**config.mk**
```make
export PLATFORM = sky130hd
export DESIGN_NAME = page_write_seq
export DESIGN_NICKNAME = d
export VERILOG_FILES = /design/src/rtl/page_write_pkg.sv /design/src/rtl/page_latch.sv /design/src/rtl/cycle_timer.sv /design/src/rtl/page_write_seq.sv
export SDC_FILE = /design/constraint.sdc
export NUM_CORES = 1
export LEC_CHECK = 0
export ABC_AREA = 0
export BUFFER_PORTS_ARGS = -buffer_cell sky130_fd_sc_hd__buf_2
export CORE_AREA = 3 3 133 135
export CTS_BUF_LIST = sky130_fd_sc_hd__clkbuf_8
export DETAILED_ROUTE_END_ITERATION = 8
export DIE_AREA = 0 0 136 138
export GPL_TIMING_DRIVEN = 0
export PLACE_DENSITY = 0.5
export SYNTH_ARGS = -nofsm -noshare
export SYNTH_HDL_FRONTEND = slang
export SYNTH_HIERARCHICAL = 1
export SYNTH_SLANG_ARGS = --single-unit
export TNS_END_PERCENT = 50
```
**constraint.sdc**
```tcl
create_clock -name clk -period 5.1 [get_ports clk]
set_input_delay 0 -clock clk [delete_from_list [all_inputs] [get_ports clk]]
set_output_delay 0 -clock clk [all_outputs]
set_load 0.03 [all_outputs]
```
**src/rtl/page_write_pkg.sv**
```systemverilog
package page_write_pkg;
  function automatic int unsigned idx_width(input int unsigned slots);
    return (slots > 1) ? $clog2(slots) : 1;
  endfunction
endpackage

```
**src/rtl/page_latch.sv**
```systemverilog
module page_latch #(
  parameter int unsigned SLOTS  = 8,
  parameter int unsigned DATA_W = 8,
  localparam int unsigned IW    = page_write_pkg::idx_width(SLOTS)
) (
  input  logic              clk,
  input  logic              rst_n,
  input  logic              clr,
  input  logic              wr_en,
  input  logic [IW-1:0]     wr_idx,
  input  logic [DATA_W-1:0] wr_data,
  input  logic [IW-1:0]     rd_idx,
  output logic [DATA_W-1:0] rd_data,
  output logic [SLOTS-1:0]  mask
);
  logic [DATA_W-1:0] slot_q [SLOTS];

  for (genvar s = 0; s < SLOTS; s++) begin : g_slot
    always_ff @(posedge clk or negedge rst_n) begin
      if (!rst_n) begin
        slot_q[s] <= '0;
        mask[s]   <= 1'b0;
      end else if (clr) begin
        mask[s]   <= 1'b0;
      end else if (wr_en && wr_idx == IW'(s)) begin
        slot_q[s] <= wr_data;
        mask[s]   <= 1'b1;
      end
    end
  end

  assign rd_data = slot_q[rd_idx];

  assert_clear_empties_R9: assert property (@(posedge clk) disable iff (!rst_n)
    clr |=> (mask == '0));
endmodule

```
**src/rtl/cycle_timer.sv**
```systemverilog
module cycle_timer #(
  parameter int unsigned TICKS = 2000000,
  localparam int unsigned CW   = $clog2(TICKS + 1)
) (
  input  logic          clk,
  input  logic          rst_n,
  input  logic          start,
  output logic          active,
  output logic [CW-1:0] count,
  output logic          done
);
  localparam logic [CW-1:0] LAST = CW'(TICKS - 1);

  assign done = active && (count == LAST);

  always_ff @(posedge clk or negedge rst_n) begin
    if (!rst_n) begin
      active <= 1'b0;
      count  <= '0;
    end else if (!active) begin
      if (start) begin
        active <= 1'b1;
        count  <= '0;
      end
    end else if (done) begin
      active <= 1'b0;
      count  <= '0;
    end else begin
      count <= count + 1'b1;
    end
  end

  assert_starts_at_zero_R5: assert property (@(posedge clk) disable iff (!rst_n)
    $rose(active) |-> (count == '0));
  assert_keeps_running_R5: assert property (@(posedge clk) disable iff (!rst_n)
    (active && count != LAST) |=> active);
  assert_count_bounded_R5: assert property (@(posedge clk) disable iff (!rst_n)
    active |-> (count <= LAST));
endmodule

```
**src/rtl/page_write_seq.sv**
```systemverilog
module page_write_seq #(
  parameter int unsigned ADDR_W      = 8,
  parameter int unsigned DATA_W      = 8,
  parameter int unsigned PAGE_BYTES  = 8,
  parameter int unsigned WRITE_TICKS = 2000000
) (
  input  logic              clk,
  input  logic              rst_n,
  input  logic              addr_load,
  input  logic [ADDR_W-1:0] addr_in,
  input  logic              byte_valid,
  output logic              byte_ready,
  input  logic [DATA_W-1:0] byte_data,
  input  logic              stop,
  input  logic              restart,
  input  logic              wp,
  output logic              busy,
  output logic              mem_we,
  output logic [ADDR_W-1:0] mem_addr,
  output logic [DATA_W-1:0] mem_wdata,
  output logic [ADDR_W-1:0] addr_ptr
);
  localparam int unsigned IDX_W  = page_write_pkg::idx_width(PAGE_BYTES);
  localparam int unsigned PAGE_W = ADDR_W - IDX_W;
  localparam int unsigned CNT_W  = $clog2(WRITE_TICKS + 1);
  localparam logic [CNT_W-1:0] COMMIT_END = CNT_W'(PAGE_BYTES);

  logic [PAGE_W-1:0]     page_q;
  logic [IDX_W-1:0]      idx_q;
  logic [IDX_W-1:0]      last_q;
  logic [ADDR_W-1:0]     ptr_q;
  logic [PAGE_BYTES-1:0] mask;
  logic [DATA_W-1:0]     slot_data;
  logic [CNT_W-1:0]      tick;
  logic                  timer_done;
  logic                  take_byte;
  logic                  commit_go;
  logic                  clear_page;
  logic [IDX_W-1:0]      scan_idx;
  logic                  in_commit;

  assign byte_ready = !busy;
  assign take_byte  = byte_valid && byte_ready;
  assign commit_go  = stop && !busy && !wp && (mask != '0);
  assign clear_page = (!busy && (restart || stop || addr_load) && !commit_go) || timer_done;

  assign scan_idx  = tick[IDX_W-1:0];
  assign in_commit = busy && (tick < COMMIT_END);
  assign mem_we    = in_commit && mask[scan_idx];
  assign mem_addr  = {page_q, scan_idx};
  assign mem_wdata = slot_data;
  assign addr_ptr  = ptr_q;

  page_latch #(.SLOTS(PAGE_BYTES), .DATA_W(DATA_W)) u_latch (
    .clk     (clk),
    .rst_n   (rst_n),
    .clr     (clear_page),
    .wr_en   (take_byte),
    .wr_idx  (idx_q),
    .wr_data (byte_data),
    .rd_idx  (scan_idx),
    .rd_data (slot_data),
    .mask    (mask)
  );

  cycle_timer #(.TICKS(WRITE_TICKS)) u_timer (
    .clk    (clk),
    .rst_n  (rst_n),
    .start  (commit_go),
    .active (busy),
    .count  (tick),
    .done   (timer_done)
  );

  always_ff @(posedge clk or negedge rst_n) begin
    if (!rst_n) begin
      page_q <= '0;
      idx_q  <= '0;
      last_q <= '0;
      ptr_q  <= '0;
    end else begin
      if (!busy && addr_load) begin
        page_q <= addr_in[ADDR_W-1:IDX_W];
        idx_q  <= addr_in[IDX_W-1:0];
        ptr_q  <= addr_in;
      end else if (take_byte) begin
        last_q <= idx_q;
        idx_q  <= idx_q + 1'b1;
      end
      if (timer_done) begin
        ptr_q <= {page_q, last_q};
      end
    end
  end

  assert_index_steps_R4: assert property (@(posedge clk) disable iff (!rst_n)
    (take_byte && !addr_load) |=> (idx_q == $past(idx_q) + 1'b1) && $stable(page_q));
  assert_strobe_in_page_R6: assert property (@(posedge clk) disable iff (!rst_n)
    mem_we |-> (mem_addr[ADDR_W-1:IDX_W] == page_q) && $stable(page_q));
  assert_empty_stop_idle_R7: assert property (@(posedge clk) disable iff (!rst_n)
    (stop && !busy && mask == '0) |=> !busy);
  assert_protect_idle_R8: assert property (@(posedge clk) disable iff (!rst_n)
    (stop && !busy && wp) |=> !busy);
  assert_restart_idle_R9: assert property (@(posedge clk) disable iff (!rst_n)
    (restart && !stop && !busy) |=> !busy);
  assert_ptr_last_R10: assert property (@(posedge clk) disable iff (!rst_n)
    $fell(busy) |-> (addr_ptr == {page_q, last_q}));
  assert_busy_holds_ptr_R11: assert property (@(posedge clk) disable iff (!rst_n)
    (busy && !timer_done) |=> $stable(addr_ptr) && $stable(page_q));
endmodule

```
; Yosys cells after proc, flatten, opt, wreduce, memory -nomap -nowiden
; Index checks and enable logic that the tools add are counted.
[totals]
input_bits = 23
output_inout_bits = 27
reg_bits = 113
word_cells = 115
[op_classes]
n_addsub = 2
n_mux = 31
eq_ne = 8
reduce_logical = 46
bitwise_logic = 3
magnitude_cmp = 3
[op_table]
columns = operator, count
row1 = $mux W21, 3
row2 = $mux W8, 4
row3 = $bmux W8 S3, 1
row4 = $reduce_bool A2 Y1, 11
row5 = $add A21 B1 Y21 const B, 1
row6 = $eq A21 B21 Y1 const B, 1
row7 = $lt A21 B4 Y1 const B, 1
row8 = $mux W1, 20
row9 = $logic_and A1 B1 Y1, 18
row10 = $reduce_and A2 Y1, 9
row11 = $eq A3 B3 Y1 const B, 4
row12 = $reduce_bool A8 Y1, 1
row13 = $eq A3 B2 Y1 const B, 2
row14 = $mux W3, 2
row15 = $ge A4 B4 Y1 const B, 1
row16 = $lt A3 B4 Y1 const B, 1
row17 = $not A3 Y4, 1
row18 = $add A3 B1 Y3 const B, 1
row19 = $bmux W1 S3, 1
row20 = $eq A3 B1 Y1 const B, 1
row21 = $logic_not A1 Y1, 3
row22 = $logic_not A3 Y1, 1
row23 = $logic_or A1 B1 Y1, 3
row24 = $not A1 Y1, 2

; Depth between registers and ports, before layout
; Gate-level depths: netlist of run 1.
[depth]
depth_word = 9
mapped_depth = 13

; Hierarchy
; Netlist of run 1, hierarchy kept.
[by_module_without_submodules]
columns = mod, area_each_um2, instances, cells_each, seq_area_each_um2
row1 = page_latch, 3283.1, 1, 192, 1801.7
row2 = cycle_timer, 1288.7, 1, 143, 550.5
row3 = page_write_seq, 1022.2, 1, 92, 475.5

; Least setup slack after synthesis of run 1
; No wires, ideal clock.
[synth_path]
path_type = register -> register
from = reg u_timer.count[1]
to = reg u_latch/slot_q[2] in the netlist's numbering
period_less_slack_ps = 3482
required_ps = 4972
n_path_buf = 3
path_stages_with_launch = 14
slack_ps = 1618
arrival_time_ps = 3355
path_cell_list = dfrtp_1 ha_1 nand2_1 or3_1 buf_6 nor4_1 and2_1 buf_1 inv_1 o31ai_1 and3b_1 and3_1 buf_2 mux2_1
[synth_between]
elab_chain_len = 5
[synth_lines]
columns = item, line
row1 = from (decl), cycle_timer.sv:9  ; output logic [CW-1:0] count,
row2 = from (signal assigned), cycle_timer.sv:29  ; count <= count + 1'b1;
row3 = $eq A21 B21 Y1, cycle_timer.sv:14  ; assign done = active && (count == LAST);
row4 = $logic_and A1 B1 Y1, cycle_timer.sv:14
row5 = named net timer_done, page_write_seq.sv:35  ; logic timer_done;
row6 = $logic_or A1 B1 Y1, page_write_seq.sv:45  ; assign clear_page = (!busy && (restart || stop || addr_load) && !commit_go) || timer_done;
row7 = named net clear_page, page_write_seq.sv:38  ; logic clear_page;
row8 = $not A1 Y1 (no source line), -
row9 = $reduce_and A2 Y1 (no source line), -
row10 = "to (signal, indexed assignment)", page_latch.sv:26  ; slot_q[s] <= wr_data;
row11 = to (decl), page_latch.sv:16  ; logic [DATA_W-1:0] slot_q [SLOTS];
; The timed path passes the listed nets, and every way through them passes these cells.
; A chain may end at the register's enable or synchronous reset.

; Worst setup path after layout of run 1
[layout_path]
from = reg u_timer.count[0]
to = reg u_latch/slot_q[49] in the netlist's numbering
; The elaborated chain is that of the path after synthesis.

==> results.md, run 1 <==
- The capturing instance or port of the critical path is u_latch/slot_q[49].
- The remaining global-route overflow is 0.
- The number of antenna violations at the first check in global routing is 0.
- The leakage power figure is 3.169 nW.
- The number of nets in the synthesized netlist is 452.
- Compared with the post-synthesis result, the final layout area differs by 20.93%.
- Dividing the detail-routed via count by the number of cells gives 5.063.
- At the pin with the least slew margin, the transition time is 0.9009 ns.
- The maximum net fanout on the critical path is 10.
- The cell count after synthesis came out at 427.
- The mean cell area of the mapped netlist is 13.10 um2.
- Across all register-to-register paths, the minimum setup slack is 0.94 ns.
- The number of standard-cell rows in the floorplan is 47.
- The largest net degree at the start of global routing is 101.
- The antenna diode count is 0.
- The via count of the first global-routing pass is 3956.
- The root cell of the clock tree is sky130_fd_sc_hd__clkbuf_8.
- Setup slack closes at 0.9392 ns.
- The source of the critical timing path is u_timer/count[0].
- After synthesis, the most frequently instantiated cells are sky130_fd_sc_hd__dfrtp_1 (113), sky130_fd_sc_hd__mux2_2 (81), sky130_fd_sc_hd__nand2_1 (29).
- Once the floorplan was initialized, standard cells occupied 33.73% of the core.
- The post-route netlist has 37.05% of its cells at a drive strength greater than 1.
- Summing the areas of all and, or, nand and nor instances in the mapped netlist gives 11.88% of the synthesized area.
- The first-pass detailed-route iteration total is 4.
- For this block, the via count after detailed routing is 3792.
- The headroom to the max-slew limit is 39.43%.
- The critical path depth in cells is 12.
- Among the stages of the critical path, the cell type that occurs most often is sky130_fd_sc_hd__nand2_1.
- Before CTS, the worst setup slack after placement is 0.8751 ns.
- After detailed routing, the total wire length is 13.20 mm.
- At the end of routability-driven placement, the weighted congestion stood at 0.8483.
- The routed design could run at a clock period as short as 4.161 ns.
- The power density relative to cell area is 610.9 nW/um2.
- The maximum root-to-sink buffer count is 2.
- The startpoint type of the worst setup path is a flop.
- For this run, the post-layout net count is 541.
- The startpoint identified for the worst register-to-register timing path is u_timer/count[0].
- The maximum level of the CTS H-tree is 4.
- The number of pins with negative max-slew slack in the final report was 0.
- The count of nets left with antenna violations once routing finished came out at 0.
- The synthesized netlist occupies a cell area of 5594 um2.
- The run finished with clean final reports.
- Counting every sink on the clock net gives 113.
- The CTS tree is yes.
- The first global-routing pass estimated 21.71 mm of wire.
- From left edge to right edge, the die measures 136 um.
- The signal arrival time at the worst endpoint is 4.47 ns.
- The number of I/O port buffers is 49.
- The floorplan step defined a die boundary enclosing 18770 um2.
- The worst register-to-register path has a depth of 12.
- The proportion of register bits with asynchronous set or reset after synthesis is 100.0%.
- The post-cts sizing count is 0.
- The clock latency on the worst-skew pair is 0.43 ns.
- The fraction of the cycle the final worst path needs is 81.58%.
- The capture instance of the worst register-to-register path is u_latch/slot_q[49].
- Summing the sequential cell areas from Yosys gives 50.55% of the chip area.
- The most frequently used cell type in the post-synthesis netlist is sky130_fd_sc_hd__dfrtp_1.
- During synthesis, Yosys emitted a total of 6 warnings.
- In this design, the largest share of critical-path delay is due to simple AND/OR/NAND/NOR gates.
- In this run the count of I/O pins placed on the die edge is 50.
- The number of flops mapped to enable cells by yosys is 0.
- The type of the worst min-delay path is in -> reg.
- The critical path in this run is classified as reg -> reg.
- The number of buffers and inverters on the critical path is 3.
- The setup total negative slack is 0 ns.
- Of all cell types, the one taking the most synthesized area is sky130_fd_sc_hd__dfrtp_1.
- The number of library cell types mapped by synthesis is 63.
- The synthesized design devotes to its leading area cell type 50.55% of total area.
- The synthesized netlist devotes 0.4473% of its cell area to adder and majority cells.
- The die extent in y is 138 um.
- The slowest library cell on the worst path is sky130_fd_sc_hd__dfrtp_1.
- The worst IR drop on VDD is 0.2793 mV.
- The placed wire-length estimate after detailed placement is 8.595 mm.
- The core area is 16580 um2.
- The total area of multi-input combinational cells is 2566 um2.
- The maximum achievable frequency is 240.3 MHz.
- Setup violations remaining at the end of the flow were counted as 0.
- For the worst setup path, the data required time is 5.41 ns.
- The fraction of synthesized cell area in xor and xnor cells is 0.4697%.
- Yosys attributes the largest share of cell area to sky130_fd_sc_hd__dfrtp_1 (51%), sky130_fd_sc_hd__mux2_2 (16%), sky130_fd_sc_hd__mux4_1 (7.5%).
- The post-detailed-route DRC marker count is 0.
- The filler cells instantiated in the layout total 1600.
- Traced cell by cell, the critical path runs through ha_1 -> nand2_1 -> or3_1 -> buf_6 -> nor4_1 -> and2_1 -> buf_1 -> inv_1 -> o31ai_1 -> and3b_1 -> nand2_1 -> mux2_2.
- On the final layout, the worst clock skew is 0.01423 ns.
- The number of design-rule violations left by the first detailed-router iteration is 146.
- STA classifies the critical path endpoint as a flop.
- The storage element area is 2828 um2.
- The leading register cell type out of synthesis is sky130_fd_sc_hd__dfrtp_1.
- The clock-pin transition on the worst setup and hold timing paths is 0.08 ns.
- On the worst path, the slowest cell contributes a delay of 0.55 ns.
- Setup repair after global routing left no endpoint under its margin.
- In the global route stage, overall resource usage came out at 14.89%.
- The synthesized netlist devotes 7.023% of its cell area to compound gates.
- The number of failing hold endpoints at the final stage was 0.
- In this run, CTS created clock tree buffers numbering 17.
- Measured against the total synthesized area, the mux share comes to 26.06%.
- The number of violations of the max-capacitance limit is 0.
- The synthesis-stage register bit count is 113.
- In the final routed layout, each cell accounts on average for 17.62 um.
- The dominant combinational cell family by area after synthesis is multiplexers.
worst register-to-register path, delay by kind of cell (launching register included):
kind | cells | cell delay (ns)
buffers and inverters | 3 | 0.69
AO/OA/AOI/OAI | 1 | 0.25
AND/OR/NAND/NOR | 6 | 1.87
adder cells (fa/ha/maj) | 1 | 0.30
flip-flops | 1 | 0.55
multiplexers | 1 | 0.40
flip-flops by register name (all words and copies together), names as in the netlist:
| signal | flops |
|---|---|
| idx_q | 3 |
| u_latch/mask | 8 |
| last_q | 3 |
| u_timer/active | 1 |
| u_timer/count | 21 |
| page_q | 5 |
| addr_ptr | 8 |
| u_latch/slot_q | 64 |
power breakdown:
| part | switching (mW) | internal (mW) | leakage (nW) |
|---|---|---|---|
| registers | 0.280 | 1.27 | 1.45 |
| clock network | 0.405 | 0.489 | 0.211 |
| logic | 0.871 | 0.819 | 1.51 |
| total | 1.56 | 2.58 | 3.17 |
layer usage:
metal | GRT usage, % | vias up | part of all wire (%)
met4 | 4.032 | 0 | 1.1
li1 | - | 1782 | -
met5 | 0 | - | 0
met3 | 3.779 | 14 | 2.7
met1 | 20.28 | 1944 | 48
met2 | 23.68 | 52 | 49
repair_timing:
action / 4_1_cts / 5_1_grt
setup buffers: 0 / 0
hold endpoints to repair: 193 / 0
hold buffers: 20 / 0
placed cells by master, fill, tap and decap left out, types with 5 or more instances in the layout:
| master | instances |
|---|---|
| sky130_fd_sc_hd__mux2i_1 | 8 |
| sky130_fd_sc_hd__nor4_1 | 7 |
| sky130_fd_sc_hd__dfrtp_1 | 113 |
| sky130_fd_sc_hd__nand2_1 | 29 |
| sky130_fd_sc_hd__nand4_1 | 5 |
| sky130_fd_sc_hd__inv_1 | 16 |
| sky130_fd_sc_hd__nand3_1 | 9 |
| sky130_fd_sc_hd__or3_2 | 5 |
| sky130_fd_sc_hd__dlygate4sd3_1 | 20 |
| sky130_fd_sc_hd__o21ai_1 | 6 |
| sky130_fd_sc_hd__a21o_1 | 5 |
| sky130_fd_sc_hd__nor2_1 | 9 |
| sky130_fd_sc_hd__mux4_1 | 16 |
| sky130_fd_sc_hd__mux2_2 | 81 |
| sky130_fd_sc_hd__a21oi_1 | 10 |
| sky130_fd_sc_hd__o21ai_0 | 19 |
| sky130_fd_sc_hd__buf_2 | 51 |
| sky130_fd_sc_hd__clkbuf_8 | 17 |
| sky130_fd_sc_hd__nor3_1 | 9 |
| sky130_fd_sc_hd__and3_1 | 7 |
how the worst min path moves through the flow:
stage,slack (ns),startpoint,endpoint,depth (start not counted)
3_3_place_gp,0.25,addr_in[7],page_q[4],2
3_5_place_dp,-0.16,rst_n,u_timer/count[6],1
5_1_grt,0.06,addr_load,last_q[1],3
2_1_floorplan,-0.30,rst_n,addr_ptr[0],0
6_report,0.06,addr_load,last_q[0],3
4_1_cts,0.04,addr_load,last_q[0],3
layout make-up:
class / instances / share of cell area, %
flip-flops and latches: 113 / 41.80
multi-input cells: 282 / 37.93
repair buffers: 70 / 7.083
well taps: 220 / 4.069
clock buffers: 17 / 3.458
clock inverters: 15 / 2.700
plain buffers: 16 / 2.071
inverters: 16 / 0.8877
per-stage QoR:
step	power [mW]	hold slack, ns	utilization (%)	cell area (um2)	instances
finish	4.133	0.06460	40.80	6765	749
global route	4.405	0.06051	40.80	6765	749
CTS	4.184	0.04166	40.80	6765	749
detailed placement	3.249	-0.1583	37.08	6148	697
global placement	3.195	0.2490	36.87	6115	696
floorplan	2.761	-0.2956	-	5594	427
kinds of logic (layout without fill, tap and decap cells):
logic type / Yosys count / after routing
buf+inv: 32 / 134
mux: 108 / 108
flops: 113 / 113
xor+xnor: 3 / 3
simple gates: 110 / 110
fa+ha+maj: 2 / 2
compound gates: 59 / 59
No activity file was read; power rests on OpenSTA's default activity.
==> run 2, diff against run 1 <==
--- a/config.mk
+++ b/config.mk
@@ -12,7 +12,7 @@
 export DETAILED_ROUTE_END_ITERATION = 8
 export DIE_AREA = 0 0 136 138
 export GPL_TIMING_DRIVEN = 0
-export PLACE_DENSITY = 0.5
+export PLACE_DENSITY = 0.52
 export SYNTH_ARGS = -nofsm -noshare
 export SYNTH_HDL_FRONTEND = slang
 export SYNTH_HIERARCHICAL = 1
==> constraint.sdc (replaced) <==
create_clock -name clk -period 3.73 [get_ports clk]
set_input_delay 0 -clock clk [delete_from_list [all_inputs] [get_ports clk]]
set_output_delay 0 -clock clk [all_outputs]
set_load 0.03 [all_outputs]
==> run 2 against run 1 <==
Total power increased by 35%. Critical endpoint is now u_latch/slot_q[2]. Sequential share of layout area increased by 0.083 points. Core utilization about the same. Highest routed layer unchanged. Hold slack got worse by 0.0053 ns. Wire length decreased by 1.9%. Critical path type unchanged. Non-clock buffer count unchanged. Register-to-register slack got worse by 0.69 ns.
==> results.md, run 2 (same netlist as run 1, synthesis figures left out) <==
- The final weighted congestion in routability-driven placement is 0.8146 (-4.0%).
- The minimum hold slack came to 0.05927 ns (-0.005322 ns).
- TritonCTS built the clock tree.
- The signal on the critical path passes through ha_1 -> nand2_1 -> or3_1 -> buf_6 -> nor4_1 -> and2_4 -> buf_2 -> inv_1 -> o31ai_2 -> and3b_1 -> and3_1 -> buf_2 -> mux2_1.
- The critical path depth in cells is 13 (+1).
- The effective utilization at floorplan is 33.73% (unchanged).
- The overall die width is 136 um (unchanged).
- The mean number of vias per cell was 5.071 (+0.16%).
- The clock period minus worst slack is 3.479 ns (-0.6816 ns).
- The number of placed I/O pins was 50 (unchanged).
- The placed instance area is 6148 um2 (unchanged).
- The maximum net fanout on the critical path was 10 (unchanged).
- The total routing usage reported by global routing is 14.59% (-0.30 points).
- The core area came to 16580 um2 (unchanged).
- The leakage power figure was 3.181 nW (+0.39%).
- The startpoint identified for the worst register-to-register timing path is u_timer/count[0].
- In the layout the commonest cells are sky130_fd_sc_hd__dfrtp_1 (111), sky130_fd_sc_hd__mux2_2 (81), sky130_fd_sc_hd__buf_2 (52), sky130_fd_sc_hd__nand2_1 (27).
- The number of I/O port buffers is 49 (unchanged).
- The signal arrival time at the worst endpoint was 3.81 ns (-0.66 ns).
- The overall power is 5.570 mW (+35%).
- The most critical setup path has its startpoint at u_timer/count[0].
- The remaining global-route overflow was 0 (unchanged).
- The number of violations of the max-capacitance limit is 0 (unchanged).
- The worst-case register-to-register setup slack is 0.25 ns (-0.69 ns).
- The placed wire-length estimate after detailed placement is 8.506 mm (-1.0%).
- The number of fill cells in the layout is 1630 (+1.9%).
- The number of standard-cell rows in the floorplan is 47 (unchanged).
- The required time at the worst-slack endpoint is 4.06 ns (-1.35 ns).
- The clock latency on the worst-skew pair is 0.44 ns (about the same).
- The critical path ends at u_latch/slot_q[2].
- The worst setup path is captured at a flop.
- The run finished with clean final reports.
- The buffer and inverter count on the worst path is 4 (+1).
- The first-pass detailed-route iteration total is 4 (unchanged).
- The maximum root-to-sink buffer count is 2 (unchanged).
- The number of pins with negative max-slew slack in the final report came to 0 (unchanged).
- The number of flip-flops under the largest register name was 64 (unchanged).
- The die extent in y is 138 um (unchanged).
- The worst setup slack after placement came to -0.3823 ns (-1.257 ns).
- The number of failing hold endpoints at the final stage is 0 (unchanged).
- The proportion of layout cells with a drive suffix above 1 is 37.64% (+0.59 points).
- The headroom to the max-slew limit is 48.73% (+9.3 points).
- The routed length per placed instance is 17.35 um (-1.5%).
- The pin slew with the least headroom to its limit came to 0.7632 ns (-0.1377 ns).
- The startpoint type of the worst setup path is a flop.
- The top cell family by delay on the critical path is simple AND/OR/NAND/NOR gates.
- In this run the worst hold path is classified as in -> reg.
- The root cell of the clock tree is sky130_fd_sc_hd__clkbuf_8.
- The largest net degree at the start of global routing is 82 (-19%).
- The largest registers in the layout are u_latch/slot_q x64, u_timer/count x21.
- The maximum level of the CTS H-tree is 4 (unchanged).
- The final-report setup violation count is 0 (unchanged).
- The final worst setup slack is 0.2508 ns (-0.6884 ns).
- The final net count is 541 (unchanged).
- The power density relative to cell area came to 824.2 nW/um2 (+35%).
- The number of clock sinks seen by CTS is 113 (unchanged).
- The slowest library cell on the worst path is sky130_fd_sc_hd__dfrtp_2.
- The maximum cell stage delay along the critical path is 0.46 ns (-0.09 ns).
- The post-detailed-route DRC marker count was 0 (unchanged).
- The kind of critical path is reg -> reg.
- The number of design-rule violations left by the first detailed-router iteration is 224 (+53%).
- The number of cell instances on the worst register-to-register path is 13 (+1).
- The remaining number of nets flagged by the antenna check after routing is 0 (unchanged).
- The number of setup buffers added after CTS is 0 (unchanged).
- The overall die area was 18770 um2 (unchanged).
- Setup repair after global routing left no endpoint under its margin.
- In this design, the critical path's most frequently occurring cell is sky130_fd_sc_hd__buf_2.
- The setup total negative slack is 0 ns (unchanged).
- The clock tree skew after final layout is 0.009788 ns (-0.004441 ns).
- The worst register-to-register path ends at u_latch/slot_q[2].
- The maximum achievable frequency is 287.4 MHz (+20%).
- The worst IR drop on VDD was 0.5077 mV (+82%).
- The overall via count from detail_route is 3783 (-0.24%).
- The antenna diode count is 0 (unchanged).
- The post-detailed-routing wire length came to 12.94 mm (-1.9%).
- The final instance area came to 6758 um2 (-0.11%).
- The number of buffers inserted during clock tree synthesis is 17 (unchanged).
- The number of antenna violations at the first check in global routing is 0 (unchanged).
- The clock-pin transition on the worst setup and hold timing paths was 0.07 ns (about the same).
- From synthesis to final layout, the design area changed by 20.80%.
- The via count of the first global-routing pass is 3874 (-2.1%).
- The global-route wire length before repair came to 21.25 mm (-2.1%).
- The fraction of the cycle the final worst path needs is 93.28% (+12 points).
- Counting flops per register, the top entry is u_latch/slot_q.
- Leaving out fill and tap cells, the most frequent cell in the layout is sky130_fd_sc_hd__dfrtp_1.
## run 2: timing repair
item	CTS	global route
endpoints found under the setup margin	69	50
endpoints found under the hold margin	193	0
resized for setup	4	4
hold buffers	20	0
## run 2: area by class of cell
type	instances	area, um2	area share, %
clock buffer	19	261.5	3.870
tap	220	275.3	4.073
sequential	113	2830	41.88
timing repair buffer	70	489.2	7.239
clock inverter	10	121.4	1.796
multi-input combinational	282	2579	38.16
inverter	16	60.06	0.8887
buffer	16	141.4	2.092
## run 2: power by group
part           internal, mW  switching [mW]  leakage (nW)
registers              1.74           0.378          1.45
clock network         0.672           0.477         0.211
logic                  1.12            1.18          1.52
## run 2: metrics by stage
stage	utilization [%]	cells
detailed placement	37.08	697
floorplan	-	427
finish	40.75	746
global placement	36.87	696
CTS	40.70	746
global route	40.75	746
## run 2: layer usage
metal,track usage (%),wire length (um),part of all wire [%],vias up
met5,0,0,0,-
met4,4.138,172,1.3,0
met3,4.433,616,4.8,15
met2,21.75,6026,47,90
met1,20.62,6127,47,1899
li1,-,-,-,1779
## run 2: worst reg2reg max path, stage by stage (launching register included)
cell and delay (ns):
sky130_fd_sc_hd__dfrtp_2 0.46, sky130_fd_sc_hd__ha_1 0.25, sky130_fd_sc_hd__nand2_1 0.09, sky130_fd_sc_hd__or3_1 0.37
sky130_fd_sc_hd__buf_6 0.15, sky130_fd_sc_hd__nor4_1 0.30, sky130_fd_sc_hd__and2_4 0.27, sky130_fd_sc_hd__buf_2 0.26
sky130_fd_sc_hd__inv_1 0.08, sky130_fd_sc_hd__o31ai_2 0.15, sky130_fd_sc_hd__and3b_1 0.27, sky130_fd_sc_hd__and3_1 0.18
sky130_fd_sc_hd__buf_2 0.21, sky130_fd_sc_hd__mux2_1 0.34
## run 2: worst min-delay path by stage
stage	start	end	slack (ns)	depth (start not counted)
2_1_floorplan	rst_n	addr_ptr[0]	-0.30	0
3_3_place_gp	addr_in[4]	page_q[1]	0.25	2
3_5_place_dp	rst_n	u_timer/count[13]	-0.09	1
4_1_cts	addr_load	last_q[2]	0.03	3
5_1_grt	addr_load	last_q[0]	0.03	3
6_report	addr_load	last_q[0]	0.06	3
==> run 3, diff against run 2 <==
--- a/config.mk
+++ b/config.mk
@@ -7,12 +7,14 @@
 export LEC_CHECK = 0
 export ABC_AREA = 0
 export BUFFER_PORTS_ARGS = -buffer_cell sky130_fd_sc_hd__buf_2
-export CORE_AREA = 3 3 133 135
+export CORE_AREA = 3 3 104 106
 export CTS_BUF_LIST = sky130_fd_sc_hd__clkbuf_8
+export CTS_CLUSTER_DIAMETER = 80
+export CTS_CLUSTER_SIZE = 24
 export DETAILED_ROUTE_END_ITERATION = 8
-export DIE_AREA = 0 0 136 138
+export DIE_AREA = 0 0 107 109
 export GPL_TIMING_DRIVEN = 0
-export PLACE_DENSITY = 0.52
+export PLACE_DENSITY = 0.78
 export SYNTH_ARGS = -nofsm -noshare
 export SYNTH_HDL_FRONTEND = slang
 export SYNTH_HIERARCHICAL = 1
==> run 3 against run 2 <==
Count of clock-buffer cells in the layout decreased by 1. Sequential share of layout area is 0.89 points higher. Design area decreased by 2.1%. Via count rose by 1.8%. Largest power group unchanged. Non-clock buffer count down 2. Clock skew is 0.0032 ns lower. Register-to-register slack worse by 0.10 ns. Core utilization up 26 points. Largest cell class unchanged. Sequential cell count did not move. Critical path depth is the same.
==> results.md, run 3 (same netlist as run 1, synthesis figures left out) <==
- The overall via count from detail_route is 3852 (+1.8%).
- The final worst setup slack is 0.1458 ns (-0.1050 ns).
- The storage element area is 2830 um2 (unchanged).
- The flow ran to the end, and the final reports show no timing, DRC or antenna violations.
- The total area of multi-input combinational cells is 2572 um2 (-0.24%).
- The number of clock sinks seen by CTS is 113 (unchanged).
- The final net count came to 539 (-0.37%).
- The clock-pin transition on the worst setup and hold timing paths came to 0.07 ns (about the same).
- The power density relative to cell area is 836.5 nW/um2 (+1.5%).
- The required time at the worst-slack endpoint was 4.03 ns (-0.03 ns).
- The maximum level of the CTS H-tree was 4 (unchanged).
- The maximum net fanout on the critical path is 10 (unchanged).
- The root cell of the clock tree is sky130_fd_sc_hd__clkbuf_8.
- The headroom to the max-slew limit is 42.39% (-6.3 points).
- The remaining number of nets flagged by the antenna check after routing is 0 (unchanged).
- The overall die width is 107 um (-21%).
- The overall die area was 11660 um2 (-38%).
- The worst IR drop on VDD came to 0.4692 mV (-7.6%).
- The final-report setup violation count is 0 (unchanged).
- The wire length on met3 came to 511 um (-17%).
- The antenna diode count is 0 (unchanged).
- The global-route wire length before repair came to 19.91 mm (-6.3%).
- The number of I/O port buffers is 49 (unchanged).
- The worst setup slack after placement was -0.2349 ns (+0.1474 ns).
- The number of design-rule violations left by the first detailed-router iteration was 192 (-14%).
- The highest metal layer with signal wires is met4.
- In the layout the commonest cells are sky130_fd_sc_hd__dfrtp_1 (111), sky130_fd_sc_hd__mux2_2 (81), sky130_fd_sc_hd__buf_2 (52), sky130_fd_sc_hd__nand2_1 (27), sky130_fd_sc_hd__o21ai_0 (19).
- The number of pins with negative max-slew slack in the final report came to 0 (unchanged).
- The final instance area was 6616 um2 (-2.1%).
- The leakage power figure is 3.153 nW (-0.88%).
- The remaining global-route overflow was 0 (unchanged).
- The post-layout utilization of the core is 67.07% (+26 points).
- The total routing usage reported by global routing is 22.43% (+7.8 points).
- TritonCTS built the clock tree.
- The routed metal-1 wire length is 5.377 mm (-12%).
- Relative to the synthesized area, the layout overhead comes to 18.27%.
- The min-delay analysis places its worst path in the category in -> reg.
- The routed length per placed instance is 18.31 um (+5.6%).
- The worst setup path is of the reg -> reg kind.
- The maximum achievable frequency is 279.0 MHz (-2.9%).
- The clock latency on the worst-skew pair is 0.42 ns (-0.02 ns).
- The maximum root-to-sink buffer count is 2 (unchanged).
- The largest net degree at the start of global routing was 73 (-11%).
- The fraction of power consumed by combinational cells was 41.4% (about the same).
- Counting flops per register, the top entry is u_latch/slot_q.
- The number of antenna violations at the first check in global routing was 0 (unchanged).
- The internal power summed over all cells is 3.458 mW (-2.2%).
- The final weighted congestion in routability-driven placement is 0.8637 (+6.0%).
- The die extent in y is 109 um (-21%).
- The effective utilization at floorplan is 56.71% (+23 points).
- The number of buffers inserted during clock tree synthesis is 17 (unchanged).
- The fraction of the cycle the final worst path needs is 96.09% (+2.8 points).
- The number of standard-cell rows in the floorplan was 36 (-23%).
- The number of violations of the max-capacitance limit is 0 (unchanged).
- The clock period minus worst slack was 3.584 ns (+0.1050 ns).
- The post-detailed-route DRC marker count is 0 (unchanged).
- The relative contribution of sequential cells to total power is 38.5% (+0.5 points).
- The number of fill cells in the layout came to 710 (-56%).
- The number of failing hold endpoints at the final stage is 0 (unchanged).
- The placed instance area is 6036 um2 (-1.8%).
- The via count of the first global-routing pass is 3938 (+1.7%).
- The clock tree skew after final layout is 0.006623 ns (-0.003164 ns).
- The core area is 9864 um2 (-41%).
- The signal arrival time at the worst endpoint is 3.89 ns (+0.08 ns).
- The routed length on met2 is 6.049 mm (+0.38%).
- The net switching power figure is 2.077 mW (+2.1%).
- The largest registers in the layout are u_latch/slot_q x64, u_timer/count x21.
- The proportion of layout cells with a drive suffix above 1 is 38.14% (+0.50 points).
- Setup repair after global routing left no endpoint under its margin.
- STA classifies the critical path endpoint as a flop.
- The portion of total power attributed to the clock network is 20.1% (-0.5 points).
- The fraction of power spent switching nets is 37.53% (+1.0 points).
- STA classifies the critical path startpoint as a flop.
- The post-detailed-routing wire length came to 12.09 mm (-6.6%).
- The first-pass detailed-route iteration total came to 4 (unchanged).
- The setup total negative slack is 0 ns (unchanged).
- The number of flip-flops under the largest register name is 64 (unchanged).
- The placed wire-length estimate after detailed placement is 7.785 mm (-8.5%).
- The mean number of vias per cell was 5.836 (+15%).
- The pin slew with the least headroom to its limit is 0.8569 ns (+0.09370 ns).
- The most common library cell in the layout ignoring fill and taps is sky130_fd_sc_hd__dfrtp_1.
- The number of placed I/O pins is 50 (unchanged).
[run 3: cell count changes in the layout (fill, tap and decap cells not counted), sizes merged]
| cell | delta |
|---|---|
| dlygate4sd3 | -1 |
| clkinvlp | +2 |
| clkinv | +5 |
| buf | -1 |
| bufinv | -1 |
| clkbuf | -1 |
| inv | -2 |
[run 3: area by class of cell]
class / count / area share (%)
plain buffers: 16 / 2.137
clock buffers: 18 / 3.744
clock inverters: 14 / 2.156
inverters: 16 / 0.9077
multi-input cells: 282 / 38.88
flip-flops and latches: 113 / 42.78
well taps: 133 / 2.515
repair buffers: 68 / 6.884
[run 3: final timing paths]
kind | from | endpoint | slack, ns | depth (start not counted)
min in group asynchronous | rst_n | addr_ptr[6] | 0.13 | 2
max in group asynchronous | rst_n | u_latch/slot_q[7] | 2.86 | 3
max reg2reg | u_timer/count[0] | u_latch/slot_q[2] | 0.15 | 13
min reg2reg | u_latch/slot_q[7] | u_latch/slot_q[7] | 0.49 | 1
min | byte_valid | idx_q[2] | 0.04 | 4
max | u_timer/count[0] | u_latch/slot_q[2] | 0.15 | 13
[run 3: power by group through the flow]
stage	registers (mW)	clock network, mW	logic (mW)
3_3_place_gp	2.09	0	2.19
2_1_floorplan	2.21	0	1.56
5_1_grt	2.20	1.20	2.47
3_5_place_dp	2.14	0	2.26
6_report	2.13	1.11	2.29
4_1_cts	2.12	1.14	2.31
[run 3: through the flow]
step | total power, mW | cells | hold WS (ns)
after floorplan | 3.775 | 427 | -0.2956
after global placement | 4.277 | 609 | 0.2486
after detailed placement | 4.399 | 610 | 0.02882
after CTS | 5.566 | 660 | 0.006944
after global routing | 5.864 | 660 | 0.01374
final | 5.535 | 660 | 0.03602
[run 3: repair_timing]
| action | in CTS | in global routing |
|---|---|---|
| hold buffers | 18 | 0 |
| hold endpoints to repair | 121 | 0 |
| gates resized for setup | 4 | 2 |
| setup buffers | 0 | 0 |
| setup endpoints to repair | 51 | 34 |
[run 3: critical path, cell delays in order (launching register included)]
cell	delay, ns
sky130_fd_sc_hd__dfrtp_2	0.46
sky130_fd_sc_hd__ha_1	0.23
sky130_fd_sc_hd__nand2_1	0.09
sky130_fd_sc_hd__or3_1	0.39
sky130_fd_sc_hd__buf_6	0.15
sky130_fd_sc_hd__nor4_1	0.27
sky130_fd_sc_hd__and2_2	0.31
sky130_fd_sc_hd__buf_2	0.26
sky130_fd_sc_hd__inv_1	0.06
sky130_fd_sc_hd__o31ai_1	0.22
sky130_fd_sc_hd__and3b_1	0.29
sky130_fd_sc_hd__and3_1	0.18
sky130_fd_sc_hd__buf_2	0.21
sky130_fd_sc_hd__mux2_1	0.34
[run 3: routing by layer]
| metal | GRT usage [%] | vias to the layer above |
|---|---|---|
| met5 | 0 | - |
| met4 | 8.402 | 0 |
| met3 | 4.914 | 11 |
| met2 | 37.81 | 99 |
| met1 | 28.66 | 1964 |
| li1 | - | 1778 |
